`src/rtl/gpio_port_pkg.sv`:
```
package gpio_port_pkg;
   localparam int ADDR_W = 3;

   typedef enum logic [ADDR_W-1:0] {
      REG_DOUT   = 3'd0,
      REG_DIR    = 3'd1,
      REG_EDGEIE = 3'd2,
      REG_FILT   = 3'd3,
      REG_MODE   = 3'd4,
      REG_FSEL   = 3'd5,
      REG_FLAG   = 3'd6,
      REG_LEVEL  = 3'd7
   } reg_sel_e;
endpackage

```
`src/rtl/gpio_in_cond.sv`:
```
module gpio_in_cond #(
   parameter int N_PINS   = 8,
   parameter int FILT_CNT = 4
) (
   input  logic              clk,
   input  logic              rst_n,
   input  logic [N_PINS-1:0] pad_in,
   input  logic [N_PINS-1:0] filt_en,
   output logic [N_PINS-1:0] sync_lvl,
   output logic [N_PINS-1:0] filt_lvl,
   output logic [N_PINS-1:0] cond_lvl
);
   localparam int CNT_W = (FILT_CNT > 1) ? $clog2(FILT_CNT) : 1;

   for (genvar i = 0; i < N_PINS; i++) begin : g_pin
      logic meta_q, sync_q;
      always_ff @(posedge clk or negedge rst_n) begin
         if (!rst_n) begin
            meta_q <= 1'b0;
            sync_q <= 1'b0;
         end else begin
            meta_q <= pad_in[i];
            sync_q <= meta_q;
         end
      end
      assign sync_lvl[i] = sync_q;

      if (FILT_CNT < 2) begin : g_direct
         assign filt_lvl[i] = sync_q;
      end else begin : g_count
         logic [CNT_W-1:0] run_q;
         logic             held_q;
         always_ff @(posedge clk or negedge rst_n) begin
            if (!rst_n) begin
               run_q  <= '0;
               held_q <= 1'b0;
            end else if (sync_q == held_q) begin
               run_q <= '0;
            end else if (run_q == CNT_W'(FILT_CNT - 1)) begin
               held_q <= sync_q;
               run_q  <= '0;
            end else begin
               run_q <= run_q + 1'b1;
            end
         end
         assign filt_lvl[i] = held_q;
      end
   end

   assign cond_lvl = (filt_en & filt_lvl) | (~filt_en & sync_lvl);
endmodule

```
`src/rtl/gpio_edge_flags.sv`:
```
module gpio_edge_flags #(
   parameter int N_PINS = 8
) (
   input  logic              clk,
   input  logic              rst_n,
   input  logic [N_PINS-1:0] lvl,
   input  logic [N_PINS-1:0] fall_sel,
   input  logic [N_PINS-1:0] clr_mask,
   output logic [N_PINS-1:0] evt,
   output logic [N_PINS-1:0] flags
);
   logic [N_PINS-1:0] prev_q;
   logic [N_PINS-1:0] rise, fall;

   assign rise = lvl & ~prev_q;
   assign fall = ~lvl & prev_q;
   assign evt  = (fall_sel & fall) | (~fall_sel & rise);

   always_ff @(posedge clk or negedge rst_n) begin
      if (!rst_n) begin
         prev_q <= '0;
         flags  <= '0;
      end else begin
         prev_q <= lvl;
         flags  <= (flags & ~clr_mask) | evt;
      end
   end
endmodule

```
`src/rtl/gpio_out_route.sv`:
```
module gpio_out_route #(
   parameter int N_PINS = 8,
   parameter int FUNCS  = 4
) (
   input  logic [N_PINS-1:0]                  mode_sel,
   input  logic [N_PINS*$clog2(FUNCS)-1:0]    fsel,
   input  logic [N_PINS-1:0]                  dout,
   input  logic [N_PINS-1:0]                  dir,
   input  logic [FUNCS*N_PINS-1:0]            alt_out,
   input  logic [FUNCS*N_PINS-1:0]            alt_oe,
   output logic [N_PINS-1:0]                  pad_out,
   output logic [N_PINS-1:0]                  pad_oe
);
   localparam int FSEL_W = $clog2(FUNCS);

   for (genvar n = 0; n < N_PINS; n++) begin : g_pin
      logic [FSEL_W-1:0] f;
      logic              a_o, a_e;
      assign f = fsel[n*FSEL_W +: FSEL_W];
      always_comb begin
         a_o = 1'b0;
         a_e = 1'b0;
         for (int k = 0; k < FUNCS; k++) begin
            if (f == FSEL_W'(k)) begin
               a_o = alt_out[k*N_PINS + n];
               a_e = alt_oe[k*N_PINS + n];
            end
         end
      end
      assign pad_out[n] = mode_sel[n] ? a_o : dout[n];
      assign pad_oe[n]  = mode_sel[n] ? a_e : dir[n];
   end
endmodule

```
`src/rtl/gpio_edge_port.sv`:
```
module gpio_edge_port
   import gpio_port_pkg::*;
#(
   parameter int N_PINS   = 8,
   parameter int DATA_W   = 16,
   parameter int FUNCS    = 4,
   parameter int FILT_CNT = 4
) (
   input  logic                    clk,
   input  logic                    rst_n,
   input  logic                    bus_wr,
   input  logic [ADDR_W-1:0]       bus_addr,
   input  logic [DATA_W-1:0]       bus_wdata,
   output logic [DATA_W-1:0]       bus_rdata,
   input  logic [N_PINS-1:0]       pad_in,
   output logic [N_PINS-1:0]       pad_out,
   output logic [N_PINS-1:0]       pad_oe,
   input  logic [FUNCS*N_PINS-1:0] alt_out,
   input  logic [FUNCS*N_PINS-1:0] alt_oe,
   output logic                    irq
);
   localparam int FSEL_W = $clog2(FUNCS);
   localparam int HALF   = DATA_W / 2;
   localparam int FS_BITS = N_PINS * FSEL_W;

   if (N_PINS > HALF) begin : g_bad_pins
      $error("N_PINS must fit in half the data width");
   end
   if (FS_BITS > DATA_W) begin : g_bad_fsel
      $error("function selectors must fit in one register");
   end
   if (FUNCS < 2) begin : g_bad_funcs
      $error("FUNCS must be at least 2");
   end

   logic [N_PINS-1:0]  r_dout, r_dir, r_edge, r_ie, r_fen, r_mode;
   logic [FS_BITS-1:0] r_fsel;
   logic [N_PINS-1:0]  sync_lvl, filt_lvl, cond_lvl;
   logic [N_PINS-1:0]  evt, flags, clr_mask;

   always_ff @(posedge clk or negedge rst_n) begin
      if (!rst_n) begin
         r_dout <= '0;
         r_dir  <= '0;
         r_edge <= '0;
         r_ie   <= '0;
         r_fen  <= '0;
         r_mode <= '0;
         r_fsel <= '0;
      end else if (bus_wr) begin
         case (reg_sel_e'(bus_addr))
            REG_DOUT:   r_dout <= bus_wdata[N_PINS-1:0];
            REG_DIR:    r_dir  <= bus_wdata[N_PINS-1:0];
            REG_EDGEIE: begin
               r_edge <= bus_wdata[HALF +: N_PINS];
               r_ie   <= bus_wdata[N_PINS-1:0];
            end
            REG_FILT:   r_fen  <= bus_wdata[N_PINS-1:0];
            REG_MODE:   r_mode <= bus_wdata[N_PINS-1:0];
            REG_FSEL:   r_fsel <= bus_wdata[FS_BITS-1:0];
            default: ;
         endcase
      end
   end

   assign clr_mask = (bus_wr && reg_sel_e'(bus_addr) == REG_FLAG)
                     ? bus_wdata[N_PINS-1:0] : '0;

   gpio_in_cond #(.N_PINS(N_PINS), .FILT_CNT(FILT_CNT)) u_cond (
      .clk      (clk),
      .rst_n    (rst_n),
      .pad_in   (pad_in),
      .filt_en  (r_fen),
      .sync_lvl (sync_lvl),
      .filt_lvl (filt_lvl),
      .cond_lvl (cond_lvl)
   );

   gpio_edge_flags #(.N_PINS(N_PINS)) u_flags (
      .clk      (clk),
      .rst_n    (rst_n),
      .lvl      (cond_lvl),
      .fall_sel (r_edge),
      .clr_mask (clr_mask),
      .evt      (evt),
      .flags    (flags)
   );

   gpio_out_route #(.N_PINS(N_PINS), .FUNCS(FUNCS)) u_route (
      .mode_sel (r_mode),
      .fsel     (r_fsel),
      .dout     (r_dout),
      .dir      (r_dir),
      .alt_out  (alt_out),
      .alt_oe   (alt_oe),
      .pad_out  (pad_out),
      .pad_oe   (pad_oe)
   );

   always_comb begin
      bus_rdata = '0;
      case (reg_sel_e'(bus_addr))
         REG_DOUT:   bus_rdata[N_PINS-1:0] = r_dout;
         REG_DIR:    bus_rdata[N_PINS-1:0] = r_dir;
         REG_EDGEIE: begin
            bus_rdata[HALF +: N_PINS] = r_edge;
            bus_rdata[N_PINS-1:0]     = r_ie;
         end
         REG_FILT:   bus_rdata[N_PINS-1:0] = r_fen;
         REG_MODE:   bus_rdata[N_PINS-1:0] = r_mode;
         REG_FSEL:   bus_rdata[FS_BITS-1:0] = r_fsel;
         REG_FLAG:   bus_rdata[N_PINS-1:0] = flags;
         REG_LEVEL:  bus_rdata[N_PINS-1:0] = cond_lvl;
         default: ;
      endcase
   end

   assign irq = |(flags & r_ie);
endmodule

```
`config.mk`:
```
export PLATFORM = sky130hd
export DESIGN_NAME = gpio_edge_port
export DESIGN_NICKNAME = d
export VERILOG_FILES = /design/src/rtl/gpio_port_pkg.sv /design/src/rtl/gpio_in_cond.sv /design/src/rtl/gpio_edge_flags.sv /design/src/rtl/gpio_out_route.sv /design/src/rtl/gpio_edge_port.sv
export SDC_FILE = /design/constraint.sdc
export NUM_CORES = 1
export LEC_CHECK = 0
export ABC_AREA = 0
export CAP_MARGIN = 10
export CORE_MARGIN = 10
export CORE_UTILIZATION = 57
export CTS_BUF_LIST = sky130_fd_sc_hd__clkbuf_2 sky130_fd_sc_hd__clkbuf_4 sky130_fd_sc_hd__clkbuf_8
export DETAILED_ROUTE_END_ITERATION = 12
export MAX_ROUTING_LAYER = met4
export PLACE_DENSITY = 0.95
export SYNTH_ARGS = -nofsm -noshare
export SYNTH_HDL_FRONTEND = slang
export SYNTH_SLANG_ARGS = --single-unit
export TNS_END_PERCENT = 20
```
`constraint.sdc`:
```
create_clock -name clk -period 4.3 [get_ports clk]
set_clock_uncertainty 0.1 [all_clocks]
set_input_delay 0.86 -clock clk [delete_from_list [all_inputs] [get_ports clk]]
set_output_delay 0.86 -clock clk [all_outputs]
set_load 0.005 [all_outputs]
```
==> impl_metrics.env, run 1 <==
export IMPL_drive_gt1_share_pct=25.9
export IMPL_insertion_delay_ps=430
export IMPL_tightest_slew_ps=991
export IMPL_diodes=0
export IMPL_dr_total_vias=4435
export IMPL_ys_top_cells_by_area="dfrtp_1, mux2_2, mux4_2"
export IMPL_p_total_mw=3.58
export IMPL_first_pass_iters=5
export IMPL_area_delta_synth_final_pct=30.5
export IMPL_avgViaCountPerCell=6.23
export IMPL_fill_cells=598
export IMPL_wl_mm=16.6
export IMPL_path_cells="clkdlybuf4s50_1 -> nand2b_4 -> nor2_1 -> a22o_1 -> clkdlybuf4s50_1"
export IMPL_synth_edf_count=0
export IMPL_grt_pass1_wl_mm=25.8
export IMPL_hp_class="register to register"
export IMPL_cpMaxStageDelayCell="clkdlybuf4s50_1"
export IMPL_r2r_setup_slack_ps=2920
export IMPL_syn_area_per_cell_um2=13.3
export IMPL_clockRootBuffer="clkbuf_8"
export IMPL_drcViolationCount=0
export IMPL_p_leak_nw=3.10
export IMPL_cpPeakStageDelay_ps=670
export IMPL_worstSetupPathType="input port to output port"
export IMPL_placed_area_um2=7160
export IMPL_die_area_um2=14500
export IMPL_synth_flop_cell="dfrtp_1"
export IMPL_clkSinkCount=120
export IMPL_io_pins=127
export IMPL_floorplan_initialDensity_pct=58.5
export IMPL_initialDrtViolationCount=400
export IMPL_dp_final_hpwl_mm=11.5
export IMPL_setup_viol=0
export IMPL_synth_net_count=535
export IMPL_clock_path_buffers=2
export IMPL_endpoint_kind="output port"
export IMPL_hold_buffers=0
export IMPL_critPathLaunchType="input port"
export IMPL_layout_commonest_cell="clkdlybuf4s50_1"
export IMPL_min_period_over_period_pct=96.0
export IMPL_die_x_um=120
export IMPL_syn_inst=433
export IMPL_cts_setup_buffers=0
export IMPL_postRouteAntennaNets=0
export IMPL_groute_usage_overall_pct=23.4
export IMPL_hold_violations=0
export IMPL_antenna_found_initial=0
export IMPL_cap_violations=0
export IMPL_numCtsBuffers=17
export IMPL_max_slew_margin_pct=33.9
export IMPL_synth_seq_cells=120
export IMPL_max_clock_freq_ghz=0.242
export IMPL_cts_tree="done"
export IMPL_post_cts_resized=0
export IMPL_path_clk_slew_ps=70
export IMPL_synth_area_um2=5750
export IMPL_layout_setup_ws_ps=173
export IMPL_min_period_ps=4130
export IMPL_grt_pass1_vias=4827
export IMPL_io_buffers=126
export IMPL_ys_warn_count=0
export IMPL_routedWlPerCell_um=23.3
export IMPL_synth_top_area_share_pct=52.2
export IMPL_htree_levels=4
export IMPL_ir_drop_uv=213
export IMPL_final_cell_mix="clkdlybuf4s50_1, dfrtp_1, mux2_2"
export IMPL_required_ps=3340
export IMPL_final_area_um2=7500
export IMPL_status="completed"
export IMPL_final_util_pct=76.4
export IMPL_grt_overflow=0
export IMPL_grt_max_degree=80
export IMPL_cp_num_buf_inv=2
export IMPL_pre_cts_slack_ps=215
export IMPL_synthArstFlopShare_pct=100
export IMPL_placeableCoreArea_um2=9820
export IMPL_synth_top_area_cell="dfrtp_1"
export IMPL_critPathTopFamily="buffers and inverters"
export IMPL_place_congestion=0.886
export IMPL_drv_slew=0
export IMPL_rsz0062_at_grt="false"
export IMPL_fin_tns_setup_ps=0
export IMPL_yosysUniqueCellTypes=42
export IMPL_crit_arrival_ps=3170
export IMPL_cp_common_cell="clkdlybuf4s50_1"
export IMPL_worstPathMaxFanout=14
export IMPL_synth_seq_area_share_pct=52.2
export IMPL_power_density_nw_per_um2=477
export IMPL_num_rows=36
export IMPL_dieHeight_um=120
export IMPL_fin_nets=671
[cell type report]
class	instances	area [µm²]	area share, %
clock buffers	19	255	3.40
multi-input cells	289	2620	34.9
inverters	9	33.8	0.450
repair buffers	132	1340	17.9
clock inverters	10	82.6	1.10
flip-flops and latches	120	3000	40.0
well taps	133	166	2.22
[state kept, by name, indices dropped and copies added (netlist names)]
name	count
r_ie	8
u_cond.g_pin.g_count.run_q	16
r_fen	8
r_fsel	16
r_dir	8
u_cond.g_pin.sync_q	8
r_edge	8
u_flags.prev_q	8
r_dout	8
u_cond.g_pin.g_count.held_q	8
u_cond.g_pin.meta_q	8
r_mode	8
u_flags.flags	8
[cells by family (layout without fill, tap and decap cells)]
family	count (synthesis)	count (layout)	share of synthesized area [%]
flops	120	120	52.2
mux	118	118	26.0
simple gates	94	94	8.38
compound gates	61	61	8.27
buf+inv	24	170	2.18
fa+ha+maj	8	8	1.74
xor+xnor	8	8	1.22
[through the flow]
step,instances,hold slack [ps]
global placement,683,232
detailed placement,683,237
floorplan,433,231
finish,712,246
global route,712,256
CTS,712,248
[power by group]
part | switching (mW) | internal (mW) | total, mW | leakage (nW)
registers | 0.276 | 1.41 | 1.68 | 1.43
clock network | 0.436 | 0.460 | 0.896 | 0.172
logic | 0.382 | 0.619 | 1.00 | 1.50
total | 1.09 | 2.49 | 3.58 | 3.10
[cells in the mapped netlist, types with 9 or more instances]
library cell / instances
dfrtp_1: 120
mux2_2: 89
nor2_1: 31
nand2_1: 28
mux4_2: 16
mux2i_1: 13
inv_1: 9
nor2b_1: 9
[path summary, 6_finish.rpt]
path	cells past startpoint	to	from
min	0	u_cond.g_pin[0].sync_q	u_cond.g_pin[0].meta_q
max	5	bus_rdata[15]	bus_addr[0]
max reg2reg	2	u_flags.flags[0]	r_fen[0]
min in group asynchronous	1	u_cond.g_pin[5].g_count.run_q[0]	rst_n
min reg2reg	0	u_cond.g_pin[0].sync_q	u_cond.g_pin[0].meta_q
max in group asynchronous	2	r_edge[0]	rst_n
[layer usage]
layer | track usage (%) | up-vias | part of all wire (%)
met1 | 26.2 | 2214 | 37
met5 | - | - | 0
met3 | 5.82 | 63 | 8.4
li1 | - | 1885 | -
met2 | 38.9 | 273 | 51
met4 | 10.6 | 0 | 3.8
Power figures use the tool's default switching activity.
==> run 2: changes to the inputs <==
CORE_UTILIZATION = 52   (was 57)
MAX_ROUTING_LAYER = default   (was met4)
PLACE_DENSITY = 0.91   (was 0.95)
clock period = 4.13 ns   (was 4.3 ns; I/O delays follow)
==> run 2 against run 1 <==
First-iteration DRC count shrank 34%. Flip-flop and latch count is the same. Clock power grew 14%. Design area rose by 0.70%. Sequential power is 4% higher. Worst hold slack improved by 6.7 ps. Clock-buffer cell count is 1 lower. Cell count grew 1.8%. Combinational power barely moved. Sequential share of layout area is 0.28 points lower. Largest cell class unchanged.
==> impl_metrics.env, run 2 (same netlist as run 1, synthesis figures left out) <==
export IMPL_status="completed"
export IMPL_grt_max_degree=84
export IMPL_layout_commonest_cell="clkdlybuf4s50_1"
export IMPL_ir_drop_uv=232
export IMPL_multiInputGateArea_um2=2620
export IMPL_placeableCoreArea_um2=10800
export IMPL_crit_arrival_ps=2960
export IMPL_wl_mm=15.3
export IMPL_cp_num_buf_inv=2
export IMPL_cpMaxStageDelayCell="clkdlybuf4s50_1"
export IMPL_insertion_delay_ps=430
export IMPL_min_period_ps=3890
export IMPL_cap_violations=0
export IMPL_critPathTopFamily="buffers and inverters"
export IMPL_cts_tree="done"
export IMPL_routedWlPerCell_um=21.1
export IMPL_floorplan_initialDensity_pct=53.0
export IMPL_path_cells="clkdlybuf4s50_1 -> nand2b_1 -> nor2_1 -> o32a_1 -> clkdlybuf4s50_1"
export IMPL_worstRegToRegCells=2
export IMPL_cp_num_cells=5
export IMPL_avgViaCountPerCell=5.78
export IMPL_grt_pass1_wl_mm=25.2
export IMPL_required_ps=3200
export IMPL_htree_levels=4
export IMPL_drive_gt1_share_pct=26.8
export IMPL_initialDrtViolationCount=263
export IMPL_post_cts_resized=0
export IMPL_cts_setup_buffers=0
export IMPL_antenna_found_initial=0
export IMPL_clockRootBuffer="clkbuf_8"
export IMPL_drcViolationCount=0
export IMPL_max_slew_margin_pct=31.1
export IMPL_p_total_mw=3.77
export IMPL_io_buffers=126
export IMPL_hp_class="register to register"
export IMPL_setup_viol=0
export IMPL_num_rows=38
export IMPL_clkSinkCount=120
export IMPL_dp_final_hpwl_mm=11.3
export IMPL_fin_tns_setup_ps=0
export IMPL_place_congestion=0.864
export IMPL_area_delta_synth_final_pct=31.4
export IMPL_biggestRegsByFlops="r_fsel (16), u_cond.g_pin.g_count.run_q (16)"
export IMPL_p_leak_nw=3.12
export IMPL_final_cell_mix="clkdlybuf4s50_1, dfrtp_1, mux2_2"
export IMPL_final_util_pct=69.7
export IMPL_hold_violations=0
export IMPL_endpoint_kind="output port"
export IMPL_fill_cells=753
export IMPL_die_area_um2=15700
export IMPL_critPathLaunchType="input port"
export IMPL_diodes=0
export IMPL_holdPathStages=0
export IMPL_die_x_um=125
export IMPL_worstSetupPathType="input port to output port"
export IMPL_clock_path_buffers=2
export IMPL_grt_pass1_vias=4780
export IMPL_cp_common_cell="clkdlybuf4s50_1"
export IMPL_first_pass_iters=6
export IMPL_layout_setup_ws_ps=243
export IMPL_dieHeight_um=125
export IMPL_groute_usage_overall_pct=19.8
export IMPL_max_clock_freq_ghz=0.257
export IMPL_io_pins=127
export IMPL_numCtsBuffers=17
export IMPL_worstPathMaxFanout=13
export IMPL_dr_total_vias=4193
export IMPL_hold_buffers=0
export IMPL_grt_overflow=0
export IMPL_fin_nets=674
export IMPL_tightest_slew_ps=1030
export IMPL_area_sequential_um2=3000
export IMPL_postRouteAntennaNets=0
export IMPL_min_period_over_period_pct=94.1
export IMPL_drv_slew=0
export IMPL_path_clk_slew_ps=70
export IMPL_cpPeakStageDelay_ps=770
export IMPL_power_density_nw_per_um2=500
export IMPL_rsz0062_at_grt="false"
export IMPL_pre_cts_slack_ps=171
## run 2: area by class of cell
cell class                      instances  area share [%]
Sequential cell                       120            39.7
Multi-Input combinational cell        289            34.7
Timing Repair Buffer                  135            17.7
Clock buffer                           18            3.20
Tap cell                              140            2.32
Clock inverter                         14            1.85
Inverter                                9           0.447
## run 2: stage by stage
| stage | area, µm² | instances | hold slack (ps) |
|---|---|---|---|
| 3_5_place_dp | 7170 | 693 | 238 |
| 5_1_grt | 7550 | 725 | 261 |
| 3_3_place_gp | 7170 | 693 | 235 |
| 4_1_cts | 7550 | 725 | 254 |
| 2_1_floorplan | 5750 | 433 | 231 |
| 6_report | 7550 | 725 | 252 |
## run 2: power by group
part	switching [mW]	internal (mW)
Clock	0.521	0.497
Combinational	0.376	0.644
Sequential	0.274	1.46
Total	1.17	2.60
## run 2: worst paths after layout
| check | slack, ps | to | from |
|---|---|---|---|
| max | 240 | bus_rdata[2] | bus_addr[0] |
| min | 250 | u_cond.g_pin[5].sync_q | u_cond.g_pin[5].meta_q |
| max reg2reg | 2800 | u_flags.flags[1] | r_fen[1] |
| min reg2reg | 250 | u_cond.g_pin[5].sync_q | u_cond.g_pin[5].meta_q |
| max in group asynchronous | 2590 | r_fen[6] | rst_n |
| min in group asynchronous | 460 | u_cond.g_pin[7].meta_q | rst_n |
## run 2: routing by layer
metal | track usage (%) | vias up | wire (µm)
met2 | 33.9 | 189 | 7650
li1 | - | 1896 | -
met1 | 22.8 | 2090 | 6100
met5 | 0 | - | 0
met3 | 6.97 | 18 | 1370
met4 | 6.37 | 0 | 191
==> run 3: changes to the inputs <==
CORE_MARGIN = 3   (was 10)
SKIP_LAST_GASP = 1   (was default)
==> run 3 against run 2 <==
Worst hold slack got worse by 3.1 ps. Setup slack got worse by 91 ps. Cell count down 0.83%. Non-clock buffer count is 2 lower. Highest routed layer unchanged. Combinational power barely moved. Flip-flop and latch count stayed put. Utilization up 1.7 points. Critical path depth unchanged.
==> impl_metrics.env, run 3 (same netlist as run 1, synthesis figures left out) <==
export IMPL_status="completed"
export IMPL_power_density_nw_per_um2=502
export IMPL_routedWlPerCell_um=20.9
export IMPL_final_cells=719
export IMPL_floorplan_initialDensity_pct=54.5
export IMPL_required_ps=3200
export IMPL_clock_path_buffers=2
export IMPL_insertion_delay_ps=440
export IMPL_postRouteAntennaNets=0
export IMPL_avgViaCountPerCell=5.97
export IMPL_crit_arrival_ps=3050
export IMPL_path_clk_slew_ps=70
export IMPL_die_area_um2=12400
export IMPL_die_x_um=111
export IMPL_critPathLaunchType="input port"
export IMPL_drcViolationCount=0
export IMPL_max_clock_freq_ghz=0.251
export IMPL_hold_buffers=0
export IMPL_groute_usage_overall_pct=25.4
export IMPL_cts_setup_buffers=0
export IMPL_biggestRegsByFlops="r_fsel (16), u_cond.g_pin.g_count.run_q (16)"
export IMPL_grt_pass1_wl_mm=24.6
export IMPL_max_slew_margin_pct=35.9
export IMPL_rsz0062_at_grt="false"
export IMPL_endpoint_kind="output port"
export IMPL_fin_nets=672
export IMPL_setup_viol=0
export IMPL_num_rows=37
export IMPL_fin_tns_setup_ps=0
export IMPL_worstSetupPathType="input port to output port"
export IMPL_initialDrtViolationCount=308
export IMPL_p_leak_nw=3.10
export IMPL_wl_mm=15.0
export IMPL_grt_pass1_vias=4780
export IMPL_antenna_found_initial=0
export IMPL_drive_gt1_share_pct=26.4
export IMPL_dp_final_hpwl_mm=10.9
export IMPL_ir_drop_uv=243
export IMPL_placeableCoreArea_um2=10600
export IMPL_clockRootBuffer="clkbuf_8"
export IMPL_htree_levels=4
export IMPL_cts_tree="done"
export IMPL_clkSinkCount=120
export IMPL_dr_total_vias=4293
export IMPL_diodes=0
export IMPL_hold_violations=0
export IMPL_layout_commonest_cell="clkdlybuf4s50_1"
export IMPL_dieHeight_um=111
export IMPL_numCtsBuffers=17
export IMPL_area_delta_synth_final_pct=31.1
export IMPL_hp_class="register to register"
export IMPL_first_pass_iters=5
export IMPL_io_buffers=126
export IMPL_cap_violations=0
export IMPL_fill_cells=693
export IMPL_io_pins=127
export IMPL_grt_overflow=0
export IMPL_place_congestion=0.877
export IMPL_grt_max_degree=78
export IMPL_min_period_ps=3980
export IMPL_worstPathMaxFanout=12
export IMPL_place_inst=687
export IMPL_post_cts_resized=0
export IMPL_final_cell_mix="clkdlybuf4s50_1, dfrtp_1, mux2_2"
export IMPL_min_period_over_period_pct=96.3
export IMPL_drv_slew=0
export IMPL_p_total_mw=3.78
export IMPL_tightest_slew_ps=961
## run 3: cell types whose count changed in the layout (fill, tap and decap cells not counted), moves of 2 or more
| cell | change |
|---|---|
| clkinvlp_4 | +3 |
| inv_6 | -2 |
| clkinv_4 | -2 |
| buf_4 | -2 |
| clkbuf_8 | +2 |
## run 3: worst paths after layout
check                                  startpoint  slack [ps]  cells after the start                     end
max                                   bus_addr[0]         150                      5           bus_rdata[12]
min                        u_cond.g_pin[2].meta_q         250                      0  u_cond.g_pin[2].sync_q
max reg2reg                              r_fen[1]        2780                      2        u_flags.flags[1]
min reg2reg                u_cond.g_pin[2].meta_q         250                      0  u_cond.g_pin[2].sync_q
max in group asynchronous                   rst_n        2610                      2        u_flags.flags[2]
min in group asynchronous                   rst_n         440                      1  u_cond.g_pin[5].sync_q
## run 3: per-stage QoR
step	hold slack, ps	cell area [µm²]	setup slack (ps)	util (%)
2_1_floorplan	231	5750	1440	-
3_3_place_gp	234	7150	215	67.7
3_5_place_dp	236	7150	153	67.7
4_1_cts	252	7530	162	71.4
5_1_grt	255	7530	27.4	71.4
6_report	249	7530	152	71.4
## run 3: worst max-delay path: stages
cell	delay, ps
clkdlybuf4s50_1	630
nand2b_4	280
nor2_1	560
a22o_1	240
clkdlybuf4s50_1	510
## run 3: per-layer routing
metal / global-route usage, % / part of all wire, % / wire length, µm
met1: 30.5 / 39 / 5890
met2: 43.3 / 51 / 7700
met3: 7.59 / 7.3 / 1090
met4: 9.25 / 2.2 / 325
met5: 0 / 0 / 0
## run 3: report_power, final
group	leakage [nW]	internal, mW	switching [mW]	total, mW
combinational	1.49	0.643	0.381	1.02
clock	0.181	0.511	0.499	1.01
sequential	1.43	1.46	0.285	1.75
## run 3: layout make-up
cell class	instances	area, µm²	share of cell area [%]
Timing Repair Buffer	133	1320	17.6
Inverter	9	33.8	0.448
Clock inverter	13	121	1.61
Multi-Input combinational cell	289	2620	34.8
Tap cell	136	170	2.26
Sequential cell	120	3000	39.9
Clock buffer	19	262	3.47
